<file path="src/rtl/dvfs_pkg.sv">
package dvfs_pkg;

  typedef enum logic [2:0] {
    SQ_IDLE,
    SQ_LOOK,
    SQ_SEL,
    SQ_RAMP_UP,
    SQ_LOCK_UP,
    SQ_LOCK_DN,
    SQ_RAMP_DN,
    SQ_FIN
  } seq_state_t;

  typedef enum logic [1:0] {
    RP_IDLE,
    RP_STEP,
    RP_ACK,
    RP_GAP
  } ramp_state_t;

  function automatic int unsigned volt_of(input int unsigned ps, input int unsigned cnt,
                                          input int unsigned nps, input int unsigned vbase,
                                          input int unsigned vps, input int unsigned vcnt);
    return vbase + (nps - 1 - ps) * vps + (cnt - 1) * vcnt;
  endfunction

  function automatic int unsigned freq_of(input int unsigned ps, input int unsigned nps,
                                          input int unsigned fbase, input int unsigned fstep);
    return fbase + (nps - 1 - ps) * fstep;
  endfunction

endpackage

</file>
<file path="src/rtl/dvfs_arbiter.sv">
module dvfs_arbiter #(
  parameter int NCORE = 4,
  parameter int NPS   = 8,
  localparam int PSW = (NPS > 1) ? $clog2(NPS) : 1,
  localparam int CW  = $clog2(NCORE + 1)
) (
  input  logic                 clk,
  input  logic                 rst,
  input  logic [NCORE*PSW-1:0] core_req,
  input  logic [NCORE-1:0]     core_active,
  output logic [PSW-1:0]       win_ps,
  output logic [CW-1:0]        win_cnt,
  output logic                 win_any
);

  localparam logic [PSW-1:0] SLOWEST = PSW'(NPS - 1);

  logic [PSW-1:0] best_c;
  logic [CW-1:0]  cnt_c;
  logic           any_c;

  always_comb begin
    best_c = SLOWEST;
    cnt_c  = '0;
    any_c  = 1'b0;
    for (int i = 0; i < NCORE; i++) begin
      logic [PSW-1:0] r;
      r = core_req[i*PSW +: PSW];
      if (r > SLOWEST) r = SLOWEST;
      if (core_active[i]) begin
        cnt_c = cnt_c + CW'(1);
        if (!any_c || (r < best_c)) best_c = r;
        any_c = 1'b1;
      end
    end
  end

  always_ff @(posedge clk) begin
    if (rst) begin
      win_ps  <= SLOWEST;
      win_cnt <= CW'(1);
      win_any <= 1'b0;
    end else begin
      win_ps  <= best_c;
      win_cnt <= cnt_c;
      win_any <= any_c;
    end
  end

endmodule

</file>
<file path="src/rtl/dvfs_vlut.sv">
module dvfs_vlut #(
  parameter int NCORE    = 4,
  parameter int NPS      = 8,
  parameter int VW       = 8,
  parameter int VBASE    = 40,
  parameter int VSTEP_PS = 3,
  parameter int VSTEP_CNT = 1,
  localparam int PSW = (NPS > 1) ? $clog2(NPS) : 1,
  localparam int CW  = $clog2(NCORE + 1),
  localparam int DEPTH = NPS * NCORE
) (
  input  logic           clk,
  input  logic [PSW-1:0] ps,
  input  logic [CW-1:0]  cnt,
  output logic [VW-1:0]  vcode
);
  import dvfs_pkg::*;

  logic [VW-1:0] rom [DEPTH];

  for (genvar p = 0; p < NPS; p++) begin : g_ps
    for (genvar c = 0; c < NCORE; c++) begin : g_cnt
      assign rom[p*NCORE + c] = VW'(volt_of(p, c + 1, NPS, VBASE, VSTEP_PS, VSTEP_CNT));
    end
  end

  logic [$clog2(DEPTH)-1:0] addr;
  always_comb begin
    int unsigned a;
    a = int'(ps) * NCORE + ((cnt == '0) ? 0 : int'(cnt) - 1);
    if (a >= DEPTH) a = DEPTH - 1;
    addr = a[$clog2(DEPTH)-1:0];
  end

  always_ff @(posedge clk) begin
    vcode <= rom[addr];
  end

endmodule

</file>
<file path="src/rtl/dvfs_ramp.sv">
module dvfs_ramp #(
  parameter int VW       = 8,
  parameter int STEP_GAP = 4,
  parameter int VRESET   = 40,
  localparam int GW = $clog2(STEP_GAP + 1)
) (
  input  logic          clk,
  input  logic          rst,
  input  logic          start,
  input  logic [VW-1:0] target,
  input  logic          vr_ack,
  output logic [VW-1:0] vcode,
  output logic          cmd,
  output logic          done
);
  import dvfs_pkg::*;

  ramp_state_t   st;
  logic [GW-1:0] gcnt;
  logic [VW-1:0] tgt_q;

  always_ff @(posedge clk) begin
    if (rst) begin
      st    <= RP_IDLE;
      vcode <= VW'(VRESET);
      tgt_q <= VW'(VRESET);
      gcnt  <= '0;
      cmd   <= 1'b0;
      done  <= 1'b0;
    end else begin
      cmd  <= 1'b0;
      done <= 1'b0;
      unique case (st)
        RP_IDLE: begin
          if (start) begin
            tgt_q <= target;
            if (target == vcode) done <= 1'b1;
            else st <= RP_STEP;
          end
        end
        RP_STEP: begin
          vcode <= (tgt_q > vcode) ? vcode + VW'(1) : vcode - VW'(1);
          cmd   <= 1'b1;
          st    <= RP_ACK;
        end
        RP_ACK: begin
          if (vr_ack) begin
            gcnt <= '0;
            st   <= RP_GAP;
          end
        end
        RP_GAP: begin
          gcnt <= gcnt + GW'(1);
          if (gcnt >= GW'(STEP_GAP - 1)) begin
            if (vcode == tgt_q) begin
              done <= 1'b1;
              st   <= RP_IDLE;
            end else begin
              st <= RP_STEP;
            end
          end
        end
        default: st <= RP_IDLE;
      endcase
    end
  end

endmodule

</file>
<file path="src/rtl/dvfs_pstate_seq.sv">
module dvfs_pstate_seq #(
  parameter int NCORE     = 4,
  parameter int NPS       = 8,
  parameter int VW        = 8,
  parameter int FW        = 8,
  parameter int VBASE     = 40,
  parameter int VSTEP_PS  = 3,
  parameter int VSTEP_CNT = 1,
  parameter int FBASE     = 8,
  parameter int FSTEP     = 4,
  parameter int STEP_GAP  = 4,
  parameter int LOCK_HOLD = 2,
  localparam int PSW = (NPS > 1) ? $clog2(NPS) : 1,
  localparam int CW  = $clog2(NCORE + 1),
  localparam int LW  = $clog2(LOCK_HOLD + 1)
) (
  input  logic                 clk,
  input  logic                 rst,
  input  logic [NCORE*PSW-1:0] core_req,
  input  logic [NCORE-1:0]     core_active,
  input  logic                 pll_locked,
  input  logic                 vr_ack,
  output logic [FW-1:0]        freq_code,
  output logic [VW-1:0]        volt_code,
  output logic                 vr_cmd,
  output logic                 pll_relock,
  output logic                 busy
);
  import dvfs_pkg::*;

  localparam int VRESET = volt_of(NPS - 1, 1, NPS, VBASE, VSTEP_PS, VSTEP_CNT);
  localparam int FRESET = freq_of(NPS - 1, NPS, FBASE, FSTEP);

  logic [PSW-1:0] win_ps;
  logic [CW-1:0]  win_cnt;
  logic           win_any;

  dvfs_arbiter #(.NCORE(NCORE), .NPS(NPS)) u_arb (
    .clk(clk), .rst(rst), .core_req(core_req), .core_active(core_active),
    .win_ps(win_ps), .win_cnt(win_cnt), .win_any(win_any)
  );

  logic [PSW-1:0] cur_ps, new_ps;
  logic [CW-1:0]  cur_cnt, new_cnt;
  logic [VW-1:0]  lut_v, vtgt;

  dvfs_vlut #(.NCORE(NCORE), .NPS(NPS), .VW(VW), .VBASE(VBASE),
              .VSTEP_PS(VSTEP_PS), .VSTEP_CNT(VSTEP_CNT)) u_lut (
    .clk(clk), .ps(new_ps), .cnt(new_cnt), .vcode(lut_v)
  );

  logic ramp_start, ramp_done;

  dvfs_ramp #(.VW(VW), .STEP_GAP(STEP_GAP), .VRESET(VRESET)) u_ramp (
    .clk(clk), .rst(rst), .start(ramp_start), .target(vtgt), .vr_ack(vr_ack),
    .vcode(volt_code), .cmd(vr_cmd), .done(ramp_done)
  );

  function automatic logic [FW-1:0] fcode(input logic [PSW-1:0] p);
    return FW'(FBASE + (NPS - 1 - int'(p)) * FSTEP);
  endfunction

  seq_state_t    st;
  logic [LW-1:0] hold;
  logic          lock_ok;

  assign lock_ok = (hold >= LW'(LOCK_HOLD)) && pll_locked;

  always_ff @(posedge clk) begin
    if (rst) begin
      st         <= SQ_IDLE;
      cur_ps     <= PSW'(NPS - 1);
      cur_cnt    <= CW'(1);
      new_ps     <= PSW'(NPS - 1);
      new_cnt    <= CW'(1);
      vtgt       <= VW'(VRESET);
      freq_code  <= FW'(FRESET);
      pll_relock <= 1'b0;
      ramp_start <= 1'b0;
      busy       <= 1'b0;
      hold       <= '0;
    end else begin
      pll_relock <= 1'b0;
      ramp_start <= 1'b0;
      if (hold < LW'(LOCK_HOLD)) hold <= hold + LW'(1);
      unique case (st)
        SQ_IDLE: begin
          if (win_any && ((win_ps != cur_ps) || (win_cnt != cur_cnt))) begin
            new_ps  <= win_ps;
            new_cnt <= win_cnt;
            busy    <= 1'b1;
            st      <= SQ_LOOK;
          end
        end
        SQ_LOOK: begin
          st <= SQ_SEL;
        end
        SQ_SEL: begin
          vtgt <= lut_v;
          if (new_ps > cur_ps) begin
            freq_code  <= fcode(new_ps);
            pll_relock <= 1'b1;
            hold       <= '0;
            st         <= SQ_LOCK_DN;
          end else begin
            ramp_start <= 1'b1;
            st         <= (new_ps < cur_ps) ? SQ_RAMP_UP : SQ_RAMP_DN;
          end
        end
        SQ_RAMP_UP: begin
          if (ramp_done) begin
            freq_code  <= fcode(new_ps);
            pll_relock <= 1'b1;
            hold       <= '0;
            st         <= SQ_LOCK_UP;
          end
        end
        SQ_LOCK_UP: begin
          if (lock_ok) st <= SQ_FIN;
        end
        SQ_LOCK_DN: begin
          if (lock_ok) begin
            ramp_start <= 1'b1;
            st         <= SQ_RAMP_DN;
          end
        end
        SQ_RAMP_DN: begin
          if (ramp_done) st <= SQ_FIN;
        end
        SQ_FIN: begin
          cur_ps  <= new_ps;
          cur_cnt <= new_cnt;
          busy    <= 1'b0;
          st      <= SQ_IDLE;
        end
        default: st <= SQ_IDLE;
      endcase
    end
  end

endmodule

</file>
<file path="config.mk">
export PLATFORM = sky130hd
export DESIGN_NAME = dvfs_pstate_seq
export DESIGN_NICKNAME = d
export VERILOG_FILES = /design/src/rtl/dvfs_pkg.sv /design/src/rtl/dvfs_arbiter.sv /design/src/rtl/dvfs_vlut.sv /design/src/rtl/dvfs_ramp.sv /design/src/rtl/dvfs_pstate_seq.sv
export SDC_FILE = /design/constraint.sdc
export NUM_CORES = 1
export LEC_CHECK = 0
export BUFFER_PORTS_ARGS = -buffer_cell sky130_fd_sc_hd__buf_2
export CAP_MARGIN = 30
export CELL_PAD_IN_SITES_DETAIL_PLACEMENT = 1
export CELL_PAD_IN_SITES_GLOBAL_PLACEMENT = 1
export CORE_MARGIN = 1
export CORE_UTILIZATION = 49
export DETAILED_ROUTE_END_ITERATION = 7
export GPL_ROUTABILITY_DRIVEN = 1
export HOLD_SLACK_MARGIN = 0.05
export PLACE_DENSITY = 0.86
export SLEW_MARGIN = 20
export SYNTH_ARGS = -nofsm -noshare
export SYNTH_HDL_FRONTEND = slang
export SYNTH_SLANG_ARGS = --single-unit
</file>
<file path="constraint.sdc">
create_clock -name clk -period 6.3 [get_ports clk]
set_input_delay 0.315 -clock clk [delete_from_list [all_inputs] [get_ports clk]]
set_output_delay 0.315 -clock clk [all_outputs]
set_load 0.005 [all_outputs]
</file>
== Word level (Yosys, flattened, before mapping) ==
Memories as Yosys holds them, arrays and structs flattened. A register that Yosys moved wholly into a read port is not among the register bits.
Index checks and enable logic that the tools add are counted.
Storage, ports and cells
  bits of input ports: 20
  logic and storage cells: 152
  memories kept: 1
  bits in registers: 66
  output and inout bits: 19
  ROM bits: 256
Memories
  (no name shown): words 32, width 8, read ports 1, clocked after memory_dff 1, write ports 0, RTL line dvfs_vlut.sv:36  | vcode <= rom[addr];
Cells by class
  add/sub/neg operators: 11
  reduce and logical (&&, ||, !) cells: 22
  eq/ne operators: 24
  multiplexer cells: 59
  order comparisons: 14
  bitwise logic cells: 1
Operator list (number)
  $mux W3: 22
  $add A6 B32 Y32: 1
  $ge A32 B6 Y1 const B: 1
  $mux W32: 1
  $mux W8: 3
  $pmux W3 S8: 1
  $eq A8 B8 Y1: 2
  $mux W1: 16
  $pmux W8 S2: 1
  $mux W2: 7
  $ne A2 B2 Y1 const B: 7
  $eq A3 B3 Y1 const B: 4
  $gt A3 B3 Y1 const B: 4
  $lt A3 B3 Y1: 4
  $add A3 B1 Y3 const B: 3
  $add A8 B1 Y8 const B: 1
  $gt A8 B8 Y1: 1
  $pmux W1 S2: 4
  $pmux W2 S4: 1
  $reduce_and A2 Y1: 4
  $sub A8 B1 Y8 const B: 1
  $add A5 B6 Y7 const A: 1
  $eq A3 B2 Y1 const B: 2
  $logic_not A3 Y1: 2
  other kinds (25): 37

== Depth between registers and ports, before layout ==
Gate-level depths: netlist of the first run.
  word-level depth: 15
  depth in mapped cells: 20
  mapped depth without buffers: 20

== Modules after synthesis ==
Synthesis of the first run repeated with hierarchy kept, for this count alone.
Second synthesis, totals
  cells, all modules: 531
  area total of the unflattened synthesis: 4455.5 µm²
By module, submodules not included
  dvfs_pstate_seq: instances 1, cells each 188, area each 1529.0 µm², sequential area each 640.6 µm²
  dvfs_ramp: instances 1, cells each 174, area each 1493.9 µm², sequential area each 460.4 µm²
  dvfs_arbiter: instances 1, cells each 93, area each 730.7 µm², sequential area each 140.1 µm²
  dvfs_vlut: instances 1, cells each 76, area each 701.9 µm², sequential area each 140.1 µm²

== Worst setup path before layout of the first run ==
OpenSTA, ideal clock, no wires.
  kind: input -> register
  from: input core_active[0]
  to: register u_arb.win_ps[1]
  setup slack: 2.770 ns
  required time: 6.174 ns
  stages on the path: 19
  buffers on the path: 0
  setup time: 0.126 ns
  arrival: 3.404 ns
  path through: inv_1 nor2_1 ha_1 o21ai_0 o21ai_1 a21oi_1 a31o_1 ha_1 a21oi_1 o311ai_0 o21ai_1 mux2_2 ha_1 o21a_1 nor2_1 o21ai_0 o221ai_1 a21oi_1 a22oi_1
On the way
  word-level cells in the longest chain between the ends: 13
  elaborated cells between the ends (all ways): 19
  classes of those cells: 3 x order compare; 10 x mux; 6 x reduce/logical
Ends and longest elaborated chain
  start: declaration: RTL line dvfs_pstate_seq.sv:20  | input logic [NCORE-1:0] core_active,
  $mux W3 or $mux W1 (tied branches): RTL line dvfs_arbiter.sv:30  | if (core_active[i]) begin
  $lt A3 B3 Y1 or $logic_not A1 Y1 (tied branches): RTL line dvfs_arbiter.sv:32  | if (!any_c || (r < best_c)) best_c = r;
  $logic_or A1 B1 Y1: RTL line dvfs_arbiter.sv:32
  $mux W3: RTL line dvfs_arbiter.sv:32
  $mux W3: RTL line dvfs_arbiter.sv:30
  $lt A3 B3 Y1: RTL line dvfs_arbiter.sv:32
  $logic_or A1 B1 Y1: RTL line dvfs_arbiter.sv:32
  $mux W3: RTL line dvfs_arbiter.sv:32
  $mux W3: RTL line dvfs_arbiter.sv:30
  $lt A3 B3 Y1: RTL line dvfs_arbiter.sv:32
  $logic_or A1 B1 Y1: RTL line dvfs_arbiter.sv:32
  $mux W3: RTL line dvfs_arbiter.sv:32
  $mux W3 *: RTL line dvfs_arbiter.sv:30
  end signal: assignment: RTL line dvfs_arbiter.sv:44  | win_ps <= best_c;
  end: declaration: RTL line dvfs_arbiter.sv:11  | output logic [PSW-1:0] win_ps,
Every way passes the cells marked *; elsewhere a longest branch is shown, timed or not.
A chain may end at the register's enable or synchronous reset.

== Worst setup path in the final report of the first run ==
Ends and elaborated chain as after synthesis.

==> results.py, run 1 <==
metrics = {
    "critical_path": {
        "start_kind": "input port",
        "cp.arrival_ps": 3990,
        "max_stage_delay_ps": 380,
        "worst-path-buf-inv": 2,
        "cp_slowest_cell": "mux2_2",
        "critPathTopFamily": "compound AO/OA/AOI/OAI gates",
        "cp-end-kind": "register",
        "cp_max_fo": 4,
        "path_class": "in -> reg",
        "cp.required_ps": 6520,
        "crit_chain": "buf_2, inv_1, nor2_1, ha_1, o21ai_0, o21ai_1, a21oi_1, a31o_1, ha_1, a21oi_1, o311ai_0, o21ai_1, mux2_2, ha_1, o21a_1, nor2_1, o21ai_0, o221ai_1, a21oi_1, a22oi_1",
    },
    "grt": {
        "grt.overflow.total": 0,
        "grt_pass1_vias": 3865,
        "grt_pass1_wl_um": 17900,
        "grt_usage": 0.257,
        "grt_antenna_before_repair": 0,
        "grt_max_degree": 44,
    },
    "placement": {
        "place.gp.congestion": 0.820,
        "port_buffers": 34,
        "place_hpwl_um": 7930,
        "placed_area_um2": 4500,
    },
    "sta": {
        "finalHoldViolations": 0,
        "setup_viol": 0,
        "worstMarginPinSlew_ps": 827,
        "tns_ps": 0,
        "finalCritPeriodShare": 0.599,
        "grt_setup_unrepaired": "no",
        "finClkSkew_ps": 13.5,
        "relSlewSlack": 0.448,
        "maxSlewViolCount": 0,
        "max_freq_ghz": 0.265,
        "period_needed_ps": 3770,
    },
    "clocking": {
        "clkTransAtPathRegs_ps": 70,
        "cts_resized": 0,
        "hold_buffers": 0,
        "numCtsBuffers": 9,
        "htree_levels": 3,
        "post_cts_buffers": 0,
        "cts_tree": "done",
        "insertion_delay_ps": 350,
        "clock_path_buffers": 2,
        "cts_root_buf": "clkbuf_8",
        "clock_sinks": 67,
    },
    "synth": {
        "synthArstFlopShare": 0,
        "yosys.area_share.simple": 0.196,
        "synth_top_family_by_area": "simple AND/OR/NAND/NOR gates",
        "synth_xor_area_frac": 0.0475,
        "muxShareOfSynthArea": 0.0549,
        "synth_warnings": 0,
        "ys_seq_area_frac": 0.317,
        "syn_area_per_cell_um2": 8.26,
        "synth_fa_ha_area_frac": 0.160,
        "synth_cell_types": 59,
        "netlist_instances": 513,
        "synth-compound-area-share": 0.166,
        "ys.flop_type": "dfxtp_1",
        "synth_edf_count": 0,
        "synth_area_um2": 4240,
        "ys_ff_latch": 67,
    },
    "drt": {
        "drtIter0Drc": 114,
        "routedWlPerCell_um": 16.3,
        "drt_pass1_iterations": 4,
        "via_count": 3702,
        "drc": 0,
        "wl_um": 10800,
        "avgViaCountPerCell": 5.60,
        "ant_nets": 0,
    },
    "die": {
        "fp-row-count": 33,
        "start_util": 0.511,
        "die_h_um": 95.0,
        "die-area_um2": 9020,
        "die_w_um": 95.0,
        "core_um2": 8300,
        "pin_count": 39,
    },
    "pwr": {
        "peakVddDrop_v": 0.000224,
        "p_leak_nw": 2.17,
        "power.density_nw_per_um2": 474,
    },
    "layout": {
        "multi_input_area_um2": 2720,
        "area_growth_pct": 12.0,
        "num_antenna_cells": 0,
        "fin_area_um2": 4750,
        "n_fill_cell": 1047,
        "final_layout_size_suffix_gt1_frac": 0.103,
        "final_nets": 624,
        "regArea_um2": 1340,
    },
    "run_status": {
        "status": "complete, no violations",
    },
    "run": {
        "maxCapViolCount": 0,
    },
    "min_path": {
        "hold_class": "in -> reg",
    },
}
==> sequential cells by signal, indices dropped and copies added, names as in the netlist, 3 cells and up <==
register       flops
u_arb.win_ps       3
cur_ps             3
u_ramp.gcnt        3
u_ramp.vcode       8
freq_code          4
new_cnt            3
new_ps             3
vtgt               7
u_lut.vcode        7
st                 3
cur_cnt            3
u_arb.win_cnt      3
u_ramp.tgt_q       7
==> synth_stat cells (all sizes together) (2+ instances only) <==
library cell / n / area, µm²
or3: 3 / 18.8
nand2b: 11 / 68.8
or3b: 2 / 17.5
mux2: 2 / 22.5
nor4b: 2 / 17.5
mux2i: 21 / 210
nand3: 9 / 45.0
conb: 2 / 7.51
xor2: 12 / 105
nor3: 11 / 55.1
o21ai: 23 / 119
and2: 4 / 25.0
a22oi: 3 / 22.5
o211ai: 10 / 75.1
o21a: 4 / 30.0
a32o: 2 / 20.0
a21o: 5 / 38.8
nand4: 3 / 18.8
a211oi: 4 / 30.0
ha: 51 / 638
nor3b: 2 / 15.0
and3: 3 / 18.8
a21oi: 35 / 179
buf: 8 / 46.3
nand2: 54 / 203
nand4b: 2 / 17.5
a221oi: 2 / 17.5
a32oi: 3 / 26.3
nor4: 2 / 12.5
a31oi: 3 / 18.8
xnor2: 11 / 96.3
inv: 34 / 128
clkbuf: 19 / 71.3
nor2b: 9 / 56.3
o31ai: 6 / 45.0
fa: 2 / 40.0
o21bai: 3 / 22.5
nor2: 51 / 191
dfxtp: 67 / 1340
==> area by class of cell <==
type / instances / area share
Multi-Input combinational cell: 404 / 0.573
Sequential cell: 67 / 0.282
Timing Repair Buffer: 35 / 0.0369
Clock buffer: 10 / 0.0290
Tap cell: 105 / 0.0277
Inverter: 34 / 0.0269
Clock inverter: 6 / 0.0237
==> cell families after synthesis <==
family	Yosys count
AND/OR/NAND/NOR	174
AO/OA/AOI/OAI	110
flip-flops	67
buffers and inverters	61
adder cells (fa/ha/maj)	53
XOR/XNOR	23
multiplexers	23
other	2
==> layout by cell type, fill, tap and decap left out, types with 4 or more instances in the layout <==
cell,instances
dfxtp_1,67
nand2_1,54
nor2_1,51
ha_1,51
buf_2,35
inv_1,34
a21oi_1,34
mux2i_1,21
conb_1,21
o21ai_0,17
xor2_1,12
nand2b_1,11
nor3_1,11
xnor2_1,11
o211ai_1,10
clkbuf_8,10
nor2b_1,9
nand3_1,9
o31ai_1,6
o21ai_1,5
a21o_1,4
o21a_1,4
and2_1,4
a211oi_1,4
==> stage by stage <==
stage,setup WS [ps],total power [mW],hold WS (ps),utilization,std cells
floorplan,2770,1.48,422,-,532
global placement,2460,1.67,426,0.541,644
detailed placement,2220,1.79,446,0.542,645
CTS,2570,2.26,218,0.572,661
global route,2170,2.43,235,0.572,661
finish,2530,2.25,231,0.572,661
==> worst register-to-register path, stage by stage (launching register included) <==
cell	delay, ps
dfxtp_1	460
inv_1	90
ha_1	340
nor2b_1	150
o31ai_1	190
a21oi_1	110
o31ai_1	560
buf_2	300
ha_1	250
a21oi_1	210
o211ai_1	170
o41ai_1	450
nand4b_1	150
a31oi_1	190
==> power breakdown <==
| group | switching (mW) | total (mW) | internal (mW) | leakage (nW) |
|---|---|---|---|---|
| logic | 0.705 | 1.22 | 0.518 | 1.49 |
| clock network | 0.172 | 0.446 | 0.274 | 0.126 |
| registers | 0.0957 | 0.581 | 0.485 | 0.545 |
==> routing by layer <==
metal | wire length (µm) | vias up | global-route usage
met4 | 263 | 0 | 0.107
met3 | 214 | 18 | 0.0427
met1 | 4450 | 1805 | 0.275
met5 | 0 | - | 0
met2 | 5880 | 54 | 0.493
li1 | - | 1825 | -
==> worst paths after layout <==
kind / slack, ps / start / to / cells past startpoint
setup / recovery: 2530 / core_active[0] / u_arb.win_ps[1] / 20
hold / removal: 230 / core_req[9] / u_arb.win_ps[0] / 3
setup reg to reg: 2600 / u_ramp.vcode[1] / u_ramp.vcode[7] / 13
hold reg to reg: 450 / u_lut.vcode[5] / vtgt[5] / 2
Power figures use the tool's default switching activity.
==> inputs of run 2 (changes only) <==
- CORE_UTILIZATION: 49 -> 41
- PLACE_DENSITY: 0.86 -> 0.77
- clock period: 6.3 -> 3.1 ns (I/O delays scaled with it)
==> run 2 against run 1 <==
  * The flow now finishes with violations (negative setup slack)
  * Sequential share of layout area decreased by 2.7 points
  * Sequential power grew 94%
  * Final area increased by 11%
  * Clock skew is 5.3 ps lower
  * Combinational power rose to 2.9 times the previous value
  * Global-route usage decreased by 4.8 points
  * Utilization is 3.9 points lower
  * Clock-buffer cell count grew 5
  * Critical path depth shrank 7
  * Clock power rose by 71%
  * Hold slack got worse by 180 ps
==> results.py, run 2 (synthesis results as in run 1) <==
metrics = {
    "clocking": {
        "clock_path_buffers": 2,
        "cts_root_buf": "clkbuf_8",
        "numCtsBuffers": 9,
        "htree_levels": 3,
        "insertion_delay_ps": 340,
        "clock_sinks": 67,
        "clkTransAtPathRegs_ps": 70,
        "cts_tree": "done",
    },
    "pwr": {
        "total_power_mw": 5.43,
        "power.density_nw_per_um2": 1030,
        "p_leak_nw": 2.37,
        "peakVddDrop_v": 0.00104,
    },
    "critical_path": {
        "path_class": "reg -> reg",
        "timing.rr.end": "u_ramp.vcode[7]",
        "start_kind": "register",
        "r2r-start": "u_ramp.vcode[1]",
        "cp_max_fo": 6,
        "reg2reg_slack_ps": -90,
        "startpoint": "u_ramp.vcode[1]",
        "cp.required_ps": 3370,
        "rr_worst_depth": 13,
        "cp.arrival_ps": 3460,
        "crit_end": "u_ramp.vcode[7]",
        "cp-end-kind": "register",
    },
    "drt": {
        "wl_um": 11200,
        "drtIter0Drc": 98,
        "ant_nets": 0,
        "avgViaCountPerCell": 5.26,
        "via_count": 3810,
        "drc": 0,
        "drt_pass1_iterations": 4,
        "routedWlPerCell_um": 15.5,
    },
    "die": {
        "fp-row-count": 36,
        "core_um2": 9910,
        "start_util": 0.428,
        "die-area_um2": 10700,
        "die_h_um": 104,
        "die_w_um": 104,
        "pin_count": 39,
    },
    "sta": {
        "timing.final.ws_setup_ps": -93.5,
        "finalHoldViolations": 0,
        "period_needed_ps": 3190,
        "worstMarginPinSlew_ps": 832,
        "max_freq_ghz": 0.313,
        "tns_ps": -170,
        "whs_ps": 52.8,
        "setup_viol": 4,
        "finalCritPeriodShare": 1.03,
        "maxSlewViolCount": 0,
        "grt_setup_unrepaired": "yes",
        "relSlewSlack": 0.444,
        "finClkSkew_ps": 8.24,
    },
    "run": {
        "maxCapViolCount": 0,
    },
    "grt": {
        "grt_pass1_wl_um": 18500,
        "grt_max_degree": 43,
        "grt.overflow.total": 0,
        "grt_usage": 0.209,
        "grt_antenna_before_repair": 0,
        "grt_pass1_vias": 3936,
    },
    "placement": {
        "place.gp.congestion": 0.824,
        "place_hpwl_um": 8110,
        "port_buffers": 34,
    },
    "min_path": {
        "hold_class": "in -> reg",
        "hold_path_depth": 3,
    },
    "layout": {
        "final_cell_mix": "63 x dfxtp_1, 54 x nand2_1, 50 x nor2_1, 43 x ha_1, 37 x buf_4",
        "num_antenna_cells": 0,
        "final_common_cell": "dfxtp_1",
        "final_layout_size_suffix_gt1_frac": 0.211,
        "largest_reg_flops": 8,
        "final_nets": 660,
        "area_growth_pct": 24.7,
        "max_flop_register": "u_ramp.vcode",
    },
    "run_status": {
        "violations": "negative setup slack",
        "status": "complete, but fails checks",
    },
}
run 2: cell count changes in the layout (fill, tap and decap cells not counted), sizes merged:
cell	before	now
buf	35	71
clkinv	3	0
clkbuf	10	15
bufinv	3	1
run 2: repair_timing:
action	CTS	global route
pin swaps	3	26
endpoints found under the setup margin	6	6
gates resized for setup	9	30
hold buffers	0	0
hold endpoints to repair	0	0
setup buffers	1	5
run 2: power breakdown:
| group | leakage, nW | switching (mW) | total (mW) | internal, mW |
|---|---|---|---|---|
| registers | 0.547 | 0.136 | 1.13 | 0.993 |
| logic | 1.72 | 1.81 | 3.53 | 1.73 |
| clock network | 0.104 | 0.324 | 0.763 | 0.439 |
run 2: how the worst min path moves through the flow:
stage / start / endpoint
global placement: core_req[9] / u_arb.win_ps[0]
global route: core_req[9] / u_arb.win_ps[0]
detailed placement: core_req[9] / u_arb.win_ps[0]
finish: core_req[9] / u_arb.win_ps[0]
CTS: core_req[9] / u_arb.win_ps[0]
floorplan: core_active[3] / u_arb.win_cnt[0]
run 2: routing by layer:
metal  GRT usage  share of wire  vias up  routed length [µm]
met5           0              0        -                   0
met4      0.0755          0.021        0                 232
met3      0.0252          0.018       17                 206
met2       0.391           0.53       54                5970
met1       0.244           0.43     1844                4810
li1            -              -     1895                   -
run 2: cell type report:
class,count,area [µm²]
clock buffer,15,176
clock inverter,1,30.0
fill,1204,4620
inverter,34,133
multi-input combinational,404,2970
sequential,67,1350
tap,133,166
timing repair buffer,71,458
run 2: through the flow:
step	area, µm²	cells	util	setup WS [ps]
2_1_floorplan	4390	532	-	-58.1
3_3_place_gp	4840	703	0.488	-295
3_5_place_dp	4840	703	0.488	-506
4_1_cts	5090	720	0.514	6.73
5_1_grt	5290	725	0.533	-248
6_report	5290	725	0.533	-93.5
run 2: critical path, stage by stage (launching register included):
cell and delay (ps):
dfxtp_2 350, inv_2 50, ha_4 210, nor2b_4 130, o31ai_4 260, a21oi_2 120
o31ai_4 510, ha_1 340, a21oi_2 170, o211ai_1 140, o41ai_1 340, buf_4 180
nand4b_1 110, a31oi_1 200
==> inputs of run 3 (changes only) <==
- SETUP_SLACK_MARGIN: default -> 0.1
==> run 3 against run 2 <==
  * The flow now finishes without violations
  * Non-clock buffer count up 8
  * Register-to-register slack gained 180 ps
  * Final area increased by 3.4%
  * Combinational power rose by 9.6%
  * Clock skew up 3.5 ps
  * Clock power up 20%
  * Hold slack improved by 28 ps
  * Total power is 9.0% higher
  * Largest cell class unchanged
==> results.py, run 3 (synthesis results as in run 1) <==
metrics = {
    "run_status": {
        "status": "complete, no violations",
    },
    "pwr": {
        "p_sw_mw": 2.45,
        "clkPwrFrac": 0.154,
        "switching_share": 0.414,
        "peakVddDrop_v": 0.00115,
        "internal_power_mw": 3.46,
        "combPwrFrac": 0.654,
        "p_leak_nw": 2.44,
        "power.density_nw_per_um2": 1080,
        "pwr-share-seq": 0.191,
    },
    "sta": {
        "setup_viol": 0,
        "relSlewSlack": 0.421,
        "max_freq_ghz": 0.324,
        "grt_setup_unrepaired": "yes",
        "maxSlewViolCount": 0,
        "finalHoldViolations": 0,
        "finClkSkew_ps": 11.8,
        "worstMarginPinSlew_ps": 868,
        "tns_ps": 0,
        "finalCritPeriodShare": 0.995,
        "whs_ps": 81.3,
        "period_needed_ps": 3090,
    },
    "layout": {
        "final_nets": 668,
        "regArea_um2": 1350,
        "final_cells": 733,
        "largest_reg_flops": 8,
        "num_antenna_cells": 0,
        "multi_input_area_um2": 3060,
        "n_fill_cell": 1188,
        "area_growth_pct": 29.0,
        "final_layout_size_suffix_gt1_frac": 0.243,
        "final_common_cell": "dfxtp_1",
        "max_flop_register": "u_ramp.vcode",
        "final_cell_mix": "60 x dfxtp_1, 54 x nand2_1, 48 x nor2_1, 45 x buf_4, 40 x ha_1",
    },
    "critical_path": {
        "cp_slowest_cell": "mux2_4",
        "cp.required_ps": 3370,
        "max_stage_delay_ps": 330,
        "cp-end-kind": "register",
        "reg2reg_slack_ps": 90,
        "cp.arrival_ps": 3360,
        "path_class": "in -> reg",
        "rr_worst_depth": 14,
        "r2r-start": "u_ramp.tgt_q[0]",
        "critPathTopFamily": "compound AO/OA/AOI/OAI gates",
        "cp_common_cell": "ha_4",
        "crit_chain": "buf_6, inv_4, nor2_4, ha_4, nand3b_1, a21o_1, a31o_1, ha_4, o21a_1, nor2_2, o21ai_2, o21ai_2, mux2_4, ha_4, o21a_1, nor2_1, o21ai_1, o221ai_2, and2_4, a22oi_1",
        "worst-path-buf-inv": 2,
        "cp_max_fo": 4,
        "start_kind": "input port",
        "timing.rr.end": "u_ramp.vcode[5]",
    },
    "grt": {
        "grt_pass1_vias": 3915,
        "grt_usage": 0.211,
        "grt_max_degree": 43,
        "grt.overflow.total": 0,
        "grt_pass1_wl_um": 18400,
        "grt_antenna_before_repair": 0,
    },
    "die": {
        "start_util": 0.428,
        "core_um2": 9910,
        "fp-row-count": 36,
        "pin_count": 39,
        "die_h_um": 104,
        "die_w_um": 104,
        "die-area_um2": 10700,
    },
    "placement": {
        "port_buffers": 34,
        "place_hpwl_um": 8160,
        "place.gp.congestion": 0.827,
        "dp.cells": 703,
    },
    "drt": {
        "drt_pass1_iterations": 4,
        "drtIter0Drc": 118,
        "routedWlPerCell_um": 16.3,
        "avgViaCountPerCell": 5.24,
        "via_count": 3840,
        "ant_nets": 0,
        "wl_um": 12000,
        "drc": 0,
    },
    "clocking": {
        "numCtsBuffers": 9,
        "clock_path_buffers": 2,
        "clock_sinks": 67,
        "cts_root_buf": "clkbuf_8",
        "htree_levels": 3,
        "hold_buffers": 0,
        "clkTransAtPathRegs_ps": 70,
        "cts_tree": "done",
        "insertion_delay_ps": 360,
    },
    "min_path": {
        "hold_class": "in -> reg",
        "min_to": "u_arb.win_ps[0]",
        "hp-start": "core_req[9]",
        "hold_path_depth": 3,
    },
    "run": {
        "maxCapViolCount": 0,
    },
}
-- run 3: changes by cell type in the layout (fill, tap and decap cells not counted), sizes merged --
cell	before	now
clkbuf	15	10
bufinv	1	3
buf	71	79
clkinv	0	3
-- run 3: routing by layer --
layer	share of wire	track usage
met5	0	0
met1	0.44	0.233
met3	0.019	0.0252
met4	0.024	0.0980
met2	0.52	0.402
-- run 3: repair_timing --
action,4_1_cts,5_1_grt
setup endpoints to repair,5,7
resized for setup,21,25
pin swaps,16,17
buffers inserted,4,10
-- run 3: worst max path at each step --
| stage | startpoint | end | slack (ps) | cells after the start |
|---|---|---|---|---|
| 3_3_place_gp | core_active[0] | u_arb.win_ps[1] | -300 | 20 |
| 5_1_grt | core_active[0] | u_arb.win_ps[2] | -110 | 21 |
| 6_report | core_active[0] | u_arb.win_ps[1] | 10 | 20 |
| 4_1_cts | core_active[0] | u_arb.win_ps[1] | 70 | 21 |
| 2_1_floorplan | core_req[5] | u_arb.win_ps[1] | -60 | 18 |
| 3_5_place_dp | core_active[0] | u_arb.win_ps[1] | -570 | 21 |
-- run 3: final cells by class --
| type | instances | share of cell area |
|---|---|---|
| inverters | 34 | 0.0238 |
| well taps | 133 | 0.0304 |
| clock inverters | 6 | 0.0206 |
| flip-flops and latches | 67 | 0.247 |
| clock buffers | 10 | 0.0252 |
| repair buffers | 79 | 0.0941 |
| multi-input cells | 404 | 0.559 |
-- run 3: power by group through the flow --
stage               combinational [mW]  sequential (mW)  clock (mW)
finish                            3.87             1.13       0.913
global placement                  2.76             1.12           0
global route                      4.19             1.15       0.961
CTS                               3.13             1.11       0.927
detailed placement                2.89             1.13           0
floorplan                         1.98             1.11           0
-- run 3: stage by stage --
stage | worst slack [ps] | total power [mW] | cell area, µm² | utilization
4_1_cts | 69.7 | 5.17 | 5230 | 0.528
5_1_grt | -111 | 6.29 | 5470 | 0.552
2_1_floorplan | -58.1 | 3.09 | 4400 | -
3_5_place_dp | -566 | 4.02 | 4850 | 0.489
6_report | 14.6 | 5.91 | 5470 | 0.552
3_3_place_gp | -299 | 3.88 | 4850 | 0.489
-- run 3: worst reg2reg max path: cells and delay by family, from the launching register on --
family	cells	cell delay [ps]
flops	1	360
buf+inv	3	400
compound gates	4	620
simple gates	5	870
fa+ha+maj	2	600
